--- src/rtl/genlock_ref_monitor.sv ---
module genlock_ref_monitor #(
  parameter int PW     = 12,
  parameter int GOOD_N = 4
) (
  input  logic          clk,
  input  logic          rst_n,
  input  logic          ctrl_wr,
  input  logic [7:0]    ctrl_wdata,
  output logic [7:0]    ctrl_rdata,
  input  logic          pin_force_reg,
  input  logic          pin_ref_sel,
  input  logic          pin_genlock,
  input  logic          hsync_a,
  input  logic          hsync_b,
  input  logic [PW-1:0] period_cyc,
  input  logic [PW-1:0] slack_cyc,
  output logic          use_ref_b,
  output logic          genlock_mode,
  output logic          holdover,
  output logic          ref_ok,
  output logic          no_ref
);
  localparam int TW = PW + 1;
  localparam int GW = $clog2(GOOD_N + 1);
  localparam logic [3:0] MISS_SAT = 4'd8;

  logic [7:0]    ctrl;
  logic [2:0]    sa, sb;
  logic [TW-1:0] timer;
  logic [3:0]    miss_cnt;
  logic [GW-1:0] good_cnt;
  logic          sel_q, gl_q;

  assign ctrl_rdata   = ctrl;
  assign holdover     = ctrl[3];
  assign use_ref_b    = (pin_force_reg | ctrl[5]) ? ctrl[4] : pin_ref_sel;
  assign genlock_mode = ctrl[7] ? ctrl[6] : pin_genlock;
  assign no_ref       = ~ref_ok;

  wire edge_a    = sa[1] & ~sa[2];
  wire edge_b    = sb[1] & ~sb[2];
  wire sel_edge  = use_ref_b ? edge_b : edge_a;
  wire [TW-1:0] win = {1'b0, period_cyc} + {1'b0, slack_cyc};
  wire miss      = (timer == win) & ~sel_edge;
  wire restart   = ~genlock_mode | (use_ref_b != sel_q) | ~gl_q;

  always_ff @(posedge clk) begin
    if (!rst_n) begin
      ctrl <= '0; sa <= '0; sb <= '0;
      sel_q <= 1'b0; gl_q <= 1'b0;
      timer <= '0; miss_cnt <= '0; good_cnt <= '0; ref_ok <= 1'b0;
    end else begin
      sa    <= {sa[1:0], hsync_a};
      sb    <= {sb[1:0], hsync_b};
      sel_q <= use_ref_b;
      gl_q  <= genlock_mode;
      if (ctrl_wr) ctrl <= ctrl_wdata;
      if (restart) begin
        timer <= '0; miss_cnt <= '0; good_cnt <= '0; ref_ok <= 1'b0;
      end else if (sel_edge) begin
        timer    <= '0;
        miss_cnt <= '0;
        if (good_cnt == GW'(GOOD_N - 1)) ref_ok <= 1'b1;
        if (good_cnt != GW'(GOOD_N)) good_cnt <= good_cnt + 1'b1;
      end else if (miss) begin
        timer    <= '0;
        good_cnt <= '0;
        if (miss_cnt != MISS_SAT) miss_cnt <= miss_cnt + 1'b1;
        if (miss_cnt >= {1'b0, ctrl[2:0]}) ref_ok <= 1'b0;
      end else begin
        timer <= timer + 1'b1;
      end
    end
  end


  freerun_hold_chk: assert property (@(posedge clk) disable iff (!rst_n)
    !genlock_mode |=> !ref_ok);

  sel_change_chk: assert property (@(posedge clk) disable iff (!rst_n)
    (use_ref_b != sel_q) |=> !ref_ok);

  loss_limit_chk: assert property (@(posedge clk) disable iff (!rst_n)
    (miss && miss_cnt >= {1'b0, ctrl[2:0]}) |=> !ref_ok);

  lock_on_edge_chk: assert property (@(posedge clk) disable iff (!rst_n)
    $rose(ref_ok) |-> $past(sel_edge));
endmodule

--- config.mk ---
export PLATFORM = sky130hd
export DESIGN_NAME = genlock_ref_monitor
export DESIGN_NICKNAME = d
export VERILOG_FILES = /design/src/rtl/genlock_ref_monitor.sv
export SDC_FILE = /design/constraint.sdc
export NUM_CORES = 1
export LEC_CHECK = 0
export ABC_CLOCK_PERIOD_IN_PS = 6360
export BUFFER_PORTS_ARGS = -buffer_cell sky130_fd_sc_hd__buf_2
export CAP_MARGIN = 15
export CORE_MARGIN = 2
export CORE_UTILIZATION = 59
export CTS_CLUSTER_SIZE = 16
export DETAILED_ROUTE_END_ITERATION = 16
export PLACE_DENSITY_LB_ADDON = 0.3
export SETUP_SLACK_MARGIN = 0.02
export SLEW_MARGIN = 15
export SYNTH_ARGS = -nofsm -noshare
export SYNTH_HDL_FRONTEND = slang
export SYNTH_SLANG_ARGS = --single-unit
export TNS_END_PERCENT = 5
--- constraint.sdc ---
create_clock -name clk -period 6.36 [get_ports clk]
set_input_delay 1.272 -clock clk [delete_from_list [all_inputs] [get_ports clk]]
set_output_delay 1.272 -clock clk [all_outputs]
set_load 0.05 [all_outputs]
==> impl_metrics.json <==
{
  "status": "completed",
  "met1Wirelength_mm": 2.30,
  "hpwlAfterDp_mm": 3.86,
  "ant_nets": 0,
  "drc": 0,
  "grt_pass1_wl_mm": 8.22,
  "timing.hold.ws_ns": 0.436,
  "first_iter_violations": 160,
  "rsz0062_at_grt": "false",
  "p_per_area_nw_per_um2": 192,
  "die_w_um": 67.7,
  "tns_ns": 0,
  "final_nets": 390,
  "path_clk_slew_ns": 0.07,
  "critPathMaxStageDelay_ns": 0.52,
  "routed-wl-met3_um": 304,
  "tightest_slew_ns": 0.542,
  "worst_setup_path_end_kind": "flop",
  "dieArea_um2": 4580,
  "chipHeight_um": 67.7,
  "finClkSkew_ns": 0.00841,
  "hold_viol": 0,
  "synthCells": 276,
  "cts_tree": "yes",
  "synth_area_um2": 2390,
  "numCtsBuffers": 5,
  "synthesis.nets": 338,
  "wl_met2_mm": 2.30,
  "crit_buf_inv": 1,
  "critPathRequiredTime_ns": 6.59,
  "ys_seq_area_share_pct": 31.0,
  "core_um2": 3940,
  "cap_violations": 0,
  "place_area_um2": 2680,
  "ys_types": 49,
  "ir_worst_vdd_mv": 0.162,
  "wire_per_inst_um": 13.2,
  "maxUsedRoutingLayer": "met4",
  "timing.final.crit_share_pct": 59.8,
  "viasPerCell": 5.64,
  "post_cts_resized": 0,
  "maxSlewHeadroom_pct": 63.6,
  "async_flop_share_pct": 0,
  "hold_path.class": "flop to flop",
  "wl_mm": 4.98,
  "grt_max_degree": 17,
  "design.portCount": 53,
  "antenna_found_initial": 0,
  "cts-root-buf": "clkbuf_8",
  "p_leak_nw": 1.18,
  "postSynthAreaPerCell_um2": 8.66,
  "cts_sinks": 37,
  "initial_core_util_pct": 60.6,
  "crit_type": "primary input to flop",
  "fin_crit_ns": 3.81,
  "worst-path-max-fanout": 9,
  "n_fill_cell": 319,
  "clockBufferDepth": 2,
  "max_freq_mhz": 263,
  "pre_cts_ws_ns": 2.27,
  "vias": 2133,
  "ys_ff_latch": 37,
  "path_cells": "buf_2 -> ha_1 -> a21o_1 -> a31o_1 -> and4b_1 -> a2111o_1 -> nor4_2 -> nand3_2 -> or4b_1 -> a21oi_1",
  "overflow": 0,
  "area_growth_pct": 15.6,
  "htree_levels": 2,
  "drtPass1Iterations": 4,
  "slew_viol_final": 0,
  "postCtsSetupBuffers": 0,
  "start_kind": "primary input",
  "grt_pass1_vias": 1954,
  "fin_area_um2": 2770,
  "globalplace.congestion": 0.939,
  "setup_ws_ns": 2.55,
  "arrival_ns": 4.03,
  "cpMaxStageDelayCell": "or4b_1",
  "synth_edf_count": 0,
  "rows": 23,
  "drive_gt1_share_pct": 19.5,
  "fin_total_pwr_uw": 531,
  "grt_usage_pct": 23.4,
  "ys.flop_type": "dfxtp_1",
  "cp_top_family": "simple AND/OR/NAND/NOR gates",
  "cts_hold_buf": 0,
  "synth_warnings": 0,
  "io_buffers": 52,
  "worstSkewPairLatency_ns": 0.29,
  "antenna_cells": 0,
  "setup_violations": 0
}
stage by stage:
stage                     utilization [%]  std cells
final                                70.1        378
after global routing                 70.1        378
after CTS                            70.1        378
after detailed placement             67.9        371
after global placement               67.9        371
after floorplan                         -        276
logic make-up after synthesis:
group	Yosys count	synth area share (%)
and+or+nand+nor	101	22.5
AOI/OAI and AO/OA	52	15.0
DFF	37	31.0
xor gates and xnor gates	26	9.52
buffers and inverters	24	4.29
adders and majority gates	22	11.8
muxes	14	5.91
layer usage:
| layer | global-route usage (%) | vias to the layer above |
|---|---|---|
| met5 | 0 | - |
| met4 | 7.65 | 0 |
| met3 | 5.17 | 6 |
| met2 | 37.4 | 66 |
| met1 | 31.1 | 986 |
| li1 | - | 1075 |
layout make-up:
cell class	count	area, um^2	share of cell area [%]
Tap cell	50	62.6	2.26
Timing Repair Buffer	52	260	9.41
Clock inverter	1	7.51	0.271
Sequential cell	37	741	26.8
Clock buffer	6	82.6	2.99
Multi-Input combinational cell	215	1550	56.0
Inverter	17	63.8	2.31
placed cells by master (no fill, tap or decap), types with 2 or more instances in the layout:
cell	n
o21a_1	3
a21oi_1	12
nor2b_1	11
o211ai_1	6
nand3_1	9
inv_1	17
dfxtp_1	37
nand3b_1	2
nand2_1	19
buf_2	52
nand2b_1	3
nor2_1	23
o211a_1	2
xnor2_1	17
or3_1	2
a211oi_1	4
a21o_1	6
mux2i_1	13
nand4_1	6
o21ai_0	9
clkbuf_8	6
and3_1	4
a311oi_1	2
xor2_1	9
ha_1	21
and2_1	8
nor3_1	4
worst reg2reg max path, cell delays in order, from the launching register on:
cell and delay, ns:
dfxtp_1 0.41, xnor2_1 0.16, and2_1 0.19, a2111oi_0 0.44, nand4_1 0.17, nor4_2 0.19
nand3_2 0.22, or4b_1 0.52, a21oi_1 0.15
path summary, 6_finish.rpt:
| check | start | endpoint | slack [ns] | cells past startpoint |
|---|---|---|---|---|
| worst max-delay path | period_cyc[7] | miss_cnt[2] | 2.55 | 10 |
| worst min-delay path | sb[0] | sb[1] | 0.44 | 1 |
| worst max register to register | timer[8] | miss_cnt[2] | 3.86 | 8 |
| worst min register to register | sb[0] | sb[1] | 0.44 | 1 |
sequential cells by signal, indices dropped and copies added (netlist names):
register,cells
timer,13
miss_cnt,4
sa,3
sel_q,1
gl_q,1
ctrl_rdata,8
good_cnt,3
ref_ok,1
sb,3
synth_stat cells, types with 8 or more instances:
library cell  instances  share of area, %
nor2b_1              11               2.9
mux2i_1              13               5.4
nand2_1              19               3.0
xor2_1                9               3.3
nand3_1               9               1.9
nor2_1               23               3.6
and2_1                8               2.1
ha_1                 21                11
o21ai_0               9               1.9
dfxtp_1              37                31
xnor2_1              17               6.2
a21oi_1              12               2.5
inv_1                17               2.7
where the power goes:
part,internal (mW),leakage (nW),switching [mW],total [mW]
combinational,0.0519,0.835,0.0714,0.123
clock,0.0856,0.0433,0.0816,0.167
sequential,0.237,0.301,0.00316,0.240
Power figures use the tool's default switching activity.
